**config.mk**
```make
export PLATFORM = sky130hd
export DESIGN_NAME = hdlc_frame_receiver
export DESIGN_NICKNAME = d
export VERILOG_FILES = /design/src/rtl/hdlc_rx_pkg.sv /design/src/rtl/hdlc_rx_crc16.sv /design/src/rtl/hdlc_rx_deframer.sv /design/src/rtl/hdlc_rx_fifo_buf.sv /design/src/rtl/hdlc_frame_receiver.sv
export SDC_FILE = /design/constraint.sdc
export NUM_CORES = 1
export LEC_CHECK = 0
export ABC_AREA = 0
export CAP_MARGIN = 10
export CORE_ASPECT_RATIO = 0.6
export CORE_MARGIN = 3
export CORE_UTILIZATION = 30
export CTS_BUF_LIST = sky130_fd_sc_hd__clkbuf_8
export DETAILED_ROUTE_END_ITERATION = 6
export PLACE_DENSITY = 0.55
export SKIP_LAST_GASP = 1
export SYNTH_ARGS = -nofsm -noshare
export SYNTH_HDL_FRONTEND = slang
export SYNTH_SLANG_ARGS = --single-unit
```
**constraint.sdc**
```tcl
create_clock -name clk -period 2.45 [get_ports clk]
set_input_delay 0.3675 -clock clk [delete_from_list [all_inputs] [get_ports clk]]
set_output_delay 0.3675 -clock clk [all_outputs]
set_load 0.1 [all_outputs]
```
**src/rtl/hdlc_rx_pkg.sv**
```systemverilog
package hdlc_rx_pkg;

  localparam int BYTE_W          = 8;
  localparam int ENTRY_W         = BYTE_W + 3;
  localparam int MIN_FRAME_BYTES = 4;

  localparam logic [15:0] CRC_SEED    = 16'hFFFF;
  localparam logic [15:0] CRC_POLY_RV = 16'h8408;
  localparam logic [15:0] CRC_RESIDUE = 16'hF0B8;

  typedef enum logic [1:0] {
    ST_GOOD    = 2'b00,
    ST_CRC     = 2'b01,
    ST_ABORT   = 2'b10,
    ST_OVERRUN = 2'b11
  } rx_status_e;

  typedef struct packed {
    logic              eof;
    rx_status_e        status;
    logic [BYTE_W-1:0] data;
  } rx_entry_t;

endpackage

```
**src/rtl/hdlc_rx_crc16.sv**
```systemverilog
module hdlc_rx_crc16
  import hdlc_rx_pkg::*;
(
  input  logic [15:0]       crc_in,
  input  logic [BYTE_W-1:0] byte_in,
  output logic [15:0]       crc_out
);

  // Reflected CRC-16: one byte, LSB first, unrolled over the byte width.
  always_comb begin
    logic [15:0] acc;
    acc = crc_in;
    for (int i = 0; i < BYTE_W; i++) begin
      if (acc[0] ^ byte_in[i]) acc = (acc >> 1) ^ CRC_POLY_RV;
      else                     acc = acc >> 1;
    end
    crc_out = acc;
  end

endmodule

```
**src/rtl/hdlc_rx_deframer.sv**
```systemverilog
module hdlc_rx_deframer
  import hdlc_rx_pkg::*;
#(
  parameter int DEPTH = 64,
  parameter int LVL_W = $clog2(DEPTH + 1)
) (
  input  logic             clk,
  input  logic             rst_n,
  input  logic             bit_en,
  input  logic             bit_in,
  input  logic [LVL_W-1:0] fifo_level,
  output logic             wr_en,
  output rx_entry_t        wr_entry
);

  typedef enum logic {S_HUNT, S_FRAME} rx_state_e;

  localparam int               CNT_W     = $clog2(MIN_FRAME_BYTES + 1);
  localparam logic [CNT_W-1:0] CNT_FULL  = CNT_W'(MIN_FRAME_BYTES);
  localparam logic [CNT_W-1:0] CNT_EMIT  = CNT_W'(MIN_FRAME_BYTES - 1);
  localparam int               BIT_W     = $clog2(BYTE_W);
  localparam logic [BIT_W-1:0] BIT_LAST  = BIT_W'(BYTE_W - 1);
  // Flag's leading 0 and five 1s enter the shifter before the flag is known.
  localparam logic [BIT_W-1:0] BIT_ALIGN = BIT_W'(BYTE_W - 2);
  localparam logic [LVL_W-1:0] LVL_LAST  = LVL_W'(DEPTH - 1);

  rx_state_e         state_q, state_d;
  logic [2:0]        ones_q, ones_d;
  logic [BYTE_W-2:0] sr_q, sr_d;
  logic [BIT_W-1:0]  bitcnt_q, bitcnt_d;
  logic [CNT_W-1:0]  cnt_q, cnt_d;
  logic [BYTE_W-1:0] pend_q, pend_d, hold1_q, hold1_d, hold0_q, hold0_d;
  logic [15:0]       crc_q, crc_d, crc_nxt;

  logic              flag_hit, abort_hit, take_bit;
  logic [BYTE_W-1:0] byte_new;

  assign flag_hit  = bit_en && !bit_in && (ones_q == 3'd6);
  assign abort_hit = bit_en &&  bit_in && (ones_q == 3'd6);
  assign take_bit  = bit_en && (state_q == S_FRAME) && (ones_q < 3'd5);
  assign byte_new  = {bit_in, sr_q};

  hdlc_rx_crc16 u_crc (
    .crc_in  (crc_q),
    .byte_in (byte_new),
    .crc_out (crc_nxt)
  );

  always_comb begin
    state_d  = state_q;
    sr_d     = sr_q;
    bitcnt_d = bitcnt_q;
    cnt_d    = cnt_q;
    pend_d   = pend_q;
    hold1_d  = hold1_q;
    hold0_d  = hold0_q;
    crc_d    = crc_q;
    wr_en    = 1'b0;
    wr_entry = '{eof: 1'b0, status: ST_GOOD, data: pend_q};

    ones_d = ones_q;
    if (bit_en) begin
      if (!bit_in)              ones_d = 3'd0;
      else if (ones_q != 3'd7)  ones_d = ones_q + 3'd1;
    end

    if (flag_hit && state_q == S_HUNT) begin
      state_d  = S_FRAME;
      bitcnt_d = '0;
      cnt_d    = '0;
      crc_d    = CRC_SEED;
    end else if (state_q == S_FRAME) begin
      if (flag_hit) begin
        if (cnt_q == CNT_FULL) begin
          wr_en           = 1'b1;
          wr_entry.eof    = 1'b1;
          wr_entry.status = (bitcnt_q == BIT_ALIGN && crc_q == CRC_RESIDUE) ? ST_GOOD : ST_CRC;
        end
        bitcnt_d = '0;
        cnt_d    = '0;
        crc_d    = CRC_SEED;
      end else if (abort_hit) begin
        if (cnt_q == CNT_FULL) begin
          wr_en           = 1'b1;
          wr_entry.eof    = 1'b1;
          wr_entry.status = ST_ABORT;
        end
        state_d = S_HUNT;
      end else if (take_bit) begin
        sr_d     = {bit_in, sr_q[BYTE_W-2:1]};
        bitcnt_d = bitcnt_q + 1'b1;
        if (bitcnt_q == BIT_LAST) begin
          crc_d   = crc_nxt;
          hold0_d = byte_new;
          hold1_d = hold0_q;
          pend_d  = hold1_q;
          if (cnt_q != CNT_FULL) cnt_d = cnt_q + 1'b1;
          if (cnt_q >= CNT_EMIT) begin
            if (fifo_level < LVL_LAST) begin
              wr_en = 1'b1;
            end else if (fifo_level == LVL_LAST) begin
              wr_en           = 1'b1;
              wr_entry.eof    = 1'b1;
              wr_entry.status = ST_OVERRUN;
              state_d         = S_HUNT;
            end else begin
              state_d = S_HUNT;
            end
          end
        end
      end
    end
  end

  always_ff @(posedge clk or negedge rst_n) begin
    if (!rst_n) begin
      state_q  <= S_HUNT;
      ones_q   <= '0;
      sr_q     <= '0;
      bitcnt_q <= '0;
      cnt_q    <= '0;
      pend_q   <= '0;
      hold1_q  <= '0;
      hold0_q  <= '0;
      crc_q    <= CRC_SEED;
    end else begin
      state_q  <= state_d;
      ones_q   <= ones_d;
      sr_q     <= sr_d;
      bitcnt_q <= bitcnt_d;
      cnt_q    <= cnt_d;
      pend_q   <= pend_d;
      hold1_q  <= hold1_d;
      hold0_q  <= hold0_d;
      crc_q    <= crc_d;
    end
  end

  AST_ABORT_TO_HUNT: assert property (@(posedge clk) disable iff (!rst_n)
    (ones_q == 3'd7) |-> (state_q == S_HUNT));
  AST_HUNT_QUIET: assert property (@(posedge clk) disable iff (!rst_n)
    (state_q == S_HUNT) |-> !wr_en);

endmodule

```
**src/rtl/hdlc_rx_fifo_buf.sv**
```systemverilog
module hdlc_rx_fifo_buf #(
  parameter int DEPTH = 64,
  parameter int WIDTH = 11,
  parameter int LVL_W = $clog2(DEPTH + 1)
) (
  input  logic             clk,
  input  logic             rst_n,
  input  logic             wr_en,
  input  logic [WIDTH-1:0] wr_data,
  input  logic             rd_en,
  output logic [WIDTH-1:0] rd_data,
  output logic [LVL_W-1:0] count,
  output logic             empty,
  output logic             full
);

  localparam int               AW      = (DEPTH > 1) ? $clog2(DEPTH) : 1;
  localparam logic [AW-1:0]    PTR_END = AW'(DEPTH - 1);
  localparam logic [LVL_W-1:0] LVL_MAX = LVL_W'(DEPTH);

  logic [WIDTH-1:0] mem [DEPTH];
  logic [AW-1:0]    wr_ptr_q, wr_ptr_d, rd_ptr_q, rd_ptr_d;
  logic [LVL_W-1:0] count_q, count_d;
  logic             do_wr, do_rd;

  assign empty   = (count_q == '0);
  assign full    = (count_q == LVL_MAX);
  assign count   = count_q;
  assign rd_data = mem[rd_ptr_q];
  assign do_wr   = wr_en && !full;
  assign do_rd   = rd_en && !empty;

  always_comb begin
    wr_ptr_d = wr_ptr_q;
    rd_ptr_d = rd_ptr_q;
    count_d  = count_q;
    if (do_wr) wr_ptr_d = (wr_ptr_q == PTR_END) ? '0 : wr_ptr_q + 1'b1;
    if (do_rd) rd_ptr_d = (rd_ptr_q == PTR_END) ? '0 : rd_ptr_q + 1'b1;
    case ({do_wr, do_rd})
      2'b10:   count_d = count_q + 1'b1;
      2'b01:   count_d = count_q - 1'b1;
      default: count_d = count_q;
    endcase
  end

  always_ff @(posedge clk or negedge rst_n) begin
    if (!rst_n) begin
      wr_ptr_q <= '0;
      rd_ptr_q <= '0;
      count_q  <= '0;
    end else begin
      wr_ptr_q <= wr_ptr_d;
      rd_ptr_q <= rd_ptr_d;
      count_q  <= count_d;
    end
  end

  always_ff @(posedge clk) begin
    if (do_wr) mem[wr_ptr_q] <= wr_data;
  end

  AST_EMPTY_READ_HOLDS: assert property (@(posedge clk) disable iff (!rst_n)
    (rd_en && empty && !wr_en) |=> (count_q == '0));
  AST_LEVEL_STEP: assert property (@(posedge clk) disable iff (!rst_n)
    (count_q > $past(count_q)) |-> (count_q == $past(count_q) + 1'b1));

endmodule

```
**src/rtl/hdlc_frame_receiver.sv**
```systemverilog
module hdlc_frame_receiver
  import hdlc_rx_pkg::*;
#(
  parameter  int FIFO_DEPTH = 64,
  localparam int LVL_W      = $clog2(FIFO_DEPTH + 1)
) (
  input  logic              clk,
  input  logic              rst_n,
  input  logic              bit_en,
  input  logic              bit_in,
  input  logic              rd_en,
  output logic [BYTE_W-1:0] rd_data,
  output logic              rd_eof,
  output logic [1:0]        rd_status,
  output logic              fifo_empty,
  output logic              fifo_full,
  output logic [LVL_W-1:0]  fifo_level
);

  localparam logic [LVL_W-1:0] LVL_LAST = LVL_W'(FIFO_DEPTH - 1);

  logic [1:0]         rst_pipe_q;
  logic               rst_core_n;
  logic               df_wr_en;
  rx_entry_t          df_entry;
  logic [ENTRY_W-1:0] head_word;
  rx_entry_t          head;

  always_ff @(posedge clk or negedge rst_n) begin
    if (!rst_n) rst_pipe_q <= 2'b00;
    else        rst_pipe_q <= {rst_pipe_q[0], 1'b1};
  end
  assign rst_core_n = rst_pipe_q[1];

  hdlc_rx_deframer #(
    .DEPTH (FIFO_DEPTH),
    .LVL_W (LVL_W)
  ) u_deframer (
    .clk        (clk),
    .rst_n      (rst_core_n),
    .bit_en     (bit_en),
    .bit_in     (bit_in),
    .fifo_level (fifo_level),
    .wr_en      (df_wr_en),
    .wr_entry   (df_entry)
  );

  hdlc_rx_fifo_buf #(
    .DEPTH (FIFO_DEPTH),
    .WIDTH (ENTRY_W),
    .LVL_W (LVL_W)
  ) u_fifo (
    .clk     (clk),
    .rst_n   (rst_core_n),
    .wr_en   (df_wr_en),
    .wr_data (df_entry),
    .rd_en   (rd_en),
    .rd_data (head_word),
    .count   (fifo_level),
    .empty   (fifo_empty),
    .full    (fifo_full)
  );

  assign head      = head_word;
  assign rd_data   = head.data;
  assign rd_eof    = head.eof;
  assign rd_status = head.status;

  AST_NO_WR_WHEN_FULL: assert property (@(posedge clk) disable iff (!rst_core_n)
    df_wr_en |-> !fifo_full);
  AST_DATA_KEEPS_SLOT: assert property (@(posedge clk) disable iff (!rst_core_n)
    (df_wr_en && !df_entry.eof) |-> (fifo_level < LVL_LAST));
  AST_TAG_ONLY_AT_END: assert property (@(posedge clk) disable iff (!rst_core_n)
    (df_wr_en && !df_entry.eof) |-> (df_entry.status == ST_GOOD));
  AST_WRITE_ON_STROBE: assert property (@(posedge clk) disable iff (!rst_core_n)
    df_wr_en |-> bit_en);

endmodule

```
==> qor.txt <==
Status: complete, but fails checks
Failing checks: setup timing
GR Overflow Total: 0
Share of the synthesized area in the top cell type: 67.89%
Final worst path period share: 151.7%
Iter 0 DRT Violations: 2043
Mapped Area: 31140 µm²
CTS root buffer: clkbuf_8
Worst-Skew Late Latency: 0.78 ns
GRT Total Usage: 16.81%
Distinct cells, synth: 67
VDD IR-drop max: 1.233 mV
H-tree lvl count: 3
Design area: 41060 µm²
Met3 wire length: 10.71 mm
Initial antenna violation count: 2
Final Skew: 0.03392 ns
Filler cells: 8993
Post-Place Worst Slack: -0.9274 ns
First-pass GRT wire length: 132.1 mm
EDFF count, synth: 704
Drt drc: 0
CP Class: reg -> out
Vias post-DR: 18360
DIE WIDTH: 421.9 µm
Layout cell share with drive strength beyond 1: 45.08%
Gp weighted congestion: 0.8306
CP max FO: 8
Total power: 37.89 mW
Post-Place Cell Area: 35990 µm²
Final setup viols: 708
CP Capture Type: primary output
Clock sinks: 782
Synth area leaders: edfxtp_1 (68%), mux4_2 (12%), dfrtp_1 (5.0%)
I/O pins: 25
Area grow syn2layout: 31.86%
Wire length on met2: 37.60 mm
# Max-Cap Violations: 0
Asr flop ratio synth: 9.974%
Minimum clock period: 3.716 ns
Die height: 255.6 µm
Most frequent cells after synthesis: edfxtp_1 (704), mux4_2 (172), nand2_1 (156)
Main synth FF type: edfxtp_1
Nets: 2139
Average size of a mapped cell: 18.77 µm²
Synth Instances: 1659
CTS buffer count: 112
Core area: 101700 µm²
RSZ-0062 raised after global routing: yes
Routed length per instance: 25.74 µm
Post-layout worst setup margin: -1.266 ns
ANT nets after route: 0
Full die area: 107800 µm²
Worst slew pin tran: 1.172 ns
Layout Utilization: 40.38%
Clock Path Buffers: 3
Max_slew headroom: 21.58%
Number of vias per cell: 5.115
M1 wire length: 42.61 mm
Largest net degree at the start of global routing: 49
Critical Path AT: 3.35 ns
Yosys Warn Count: 0
Setup TNS: -112.52 ns
Starting Density: 30.62%
Multi-input logic area: 8884 µm²
Fin. Hold Viols: 0
Hpwl dp: 56.72 mm
IO buf count: 24
Seq/Total Area, Yosys: 74.23%
DRT Wirelength: 92.39 mm
Clock-pin slew on the worst setup and hold paths: 0.07 ns
Max-slew violation count: 0
CTS tree: yes
Peak Freq: 269.1 MHz
Non-Filler Instances: 3589
Hold/Removal Path Class: reg -> async
Worst EP required: 2.08 ns
Max Used Layer: met4
Register area: 23140 µm²
Synthesized net count: 1682
Top-count cell post-synth: edfxtp_1
Power density of the placed cells: 922.8 nW/µm²
Dpl cells: 3265
Setup crit start kind: flip-flop
Number of global-route vias before repair: 18270
Drt pass-1 iters: 6
Lkg Pwr: 14.40 nW
Synth area leader: edfxtp_1
Min Hold Slack: 0.3097 ns
#FFs+latches synth: 782
Std cell rows: 90
-- critical path: stages, from the launching register on --
cell,delay [ns]
dfrtp_4,0.54
buf_12,0.19
buf_6,0.15
mux4_2,0.56
a22oi_2,0.36
nand2_2,0.14
o21ai_4,0.25
buf_6,0.14
a21oi_4,0.05
buf_12,0.18
-- worst paths after layout --
kind                                             to                start  cells past startpoint  slack [ns]
max in group asynchronous       u_deframer.crc_q[1]        rst_pipe_q[1]                      1        1.46
worst min register to register  u_deframer.cnt_q[1]        rst_pipe_q[1]                      0        0.31
worst max register to register      u_fifo.count[6]  u_deframer.cnt_q[1]                     12       -0.54
min in group clk                      rst_pipe_q[1]        rst_pipe_q[0]                      0        0.35
worst max-delay path                     rd_data[1]   u_fifo.rd_ptr_q[0]                      9       -1.27
worst min-delay path            u_deframer.cnt_q[1]        rst_pipe_q[1]                      0        0.31
-- report_power, final --
group	switching, mW	internal, mW	total, mW
Sequential	0.364	14.7	15.0
Clock	5.20	4.92	10.1
Combinational	7.37	5.36	12.7
-- placed cells by master, fill, tap and decap left out, types with 7 or more instances in the layout --
cell      instances
buf_4           197
nand3_1          16
clkbuf_8        119
a21oi_2           9
a22oi_1          21
edfxtp_1        704
a22oi_2          40
xor2_1           11
o211ai_1          8
clkinv_2         17
mux2i_1          15
nor2_4           10
buf_12           78
dfrtp_1          43
mux2_2           10
ha_1             10
o21ai_0          11
a21oi_1          20
buf_8            10
nand4_1           8
buf_6           136
dfstp_2          16
nor3_4           52
nand2_2          11
buf_16            7
mux4_2          172
dfrtp_2          16
xnor2_1          20
nand2_1         143
clkinv_1         25
inv_1            46
nor3_1           19
nor2_1           24
-- sequential cells by signal, indices dropped and copies added (netlist names), 3 cells and up --
| register | cells |
|---|---|
| u_deframer.ones_q | 3 |
| u_fifo.rd_ptr_q | 6 |
| u_deframer.hold1_q | 8 |
| u_fifo.wr_ptr_q | 6 |
| u_fifo.count | 7 |
| u_deframer.pend_q | 8 |
| u_fifo.mem | 704 |
| u_deframer.bitcnt_q | 3 |
| u_deframer.sr_q | 7 |
| u_deframer.crc_q | 16 |
| u_deframer.hold0_q | 8 |
| u_deframer.cnt_q | 3 |
-- final cells by class --
class / instances / share of cell area, %
sequential: 782 / 56.37
timing repair buffer: 438 / 12.40
multi-input combinational: 763 / 21.64
tap: 1380 / 4.206
antenna: 2 / 0.01219
clock inverter: 86 / 1.198
clock buffer: 119 / 3.989
inverter: 19 / 0.1920
-- logic make-up after synthesis --
| family | count (synthesis) | synth area share [%] |
|---|---|---|
| AOI/OAI and AO/OA | 169 | 3.834 |
| xor gates and xnor gates | 33 | 0.9282 |
| adders and majority gates | 18 | 0.7474 |
| buffers and inverters | 114 | 1.881 |
| DFF | 782 | 74.23 |
| muxes | 197 | 13.28 |
| other | 1 | 0.01204 |
| and+or+nand+nor | 345 | 5.087 |
-- timing repair --
item                                    in CTS  in global routing
cloned                                      42                  7
buffers inserted                            49                 42
hold buffers                                 1                  0
resized for setup                          339                146
pin swaps                                   82                 68
endpoints found under the setup margin     711                809
hold endpoints to repair                     2                  0
-- per-layer routing --
layer  global-route usage [%]  vias to the layer above
met3                    6.073                      118
met1                    25.98                     9712
met5                        0                        -
met2                    22.15                      854
li1                         -                     7672
met4                    3.926                        0
(Power assumes the default switching activity.)
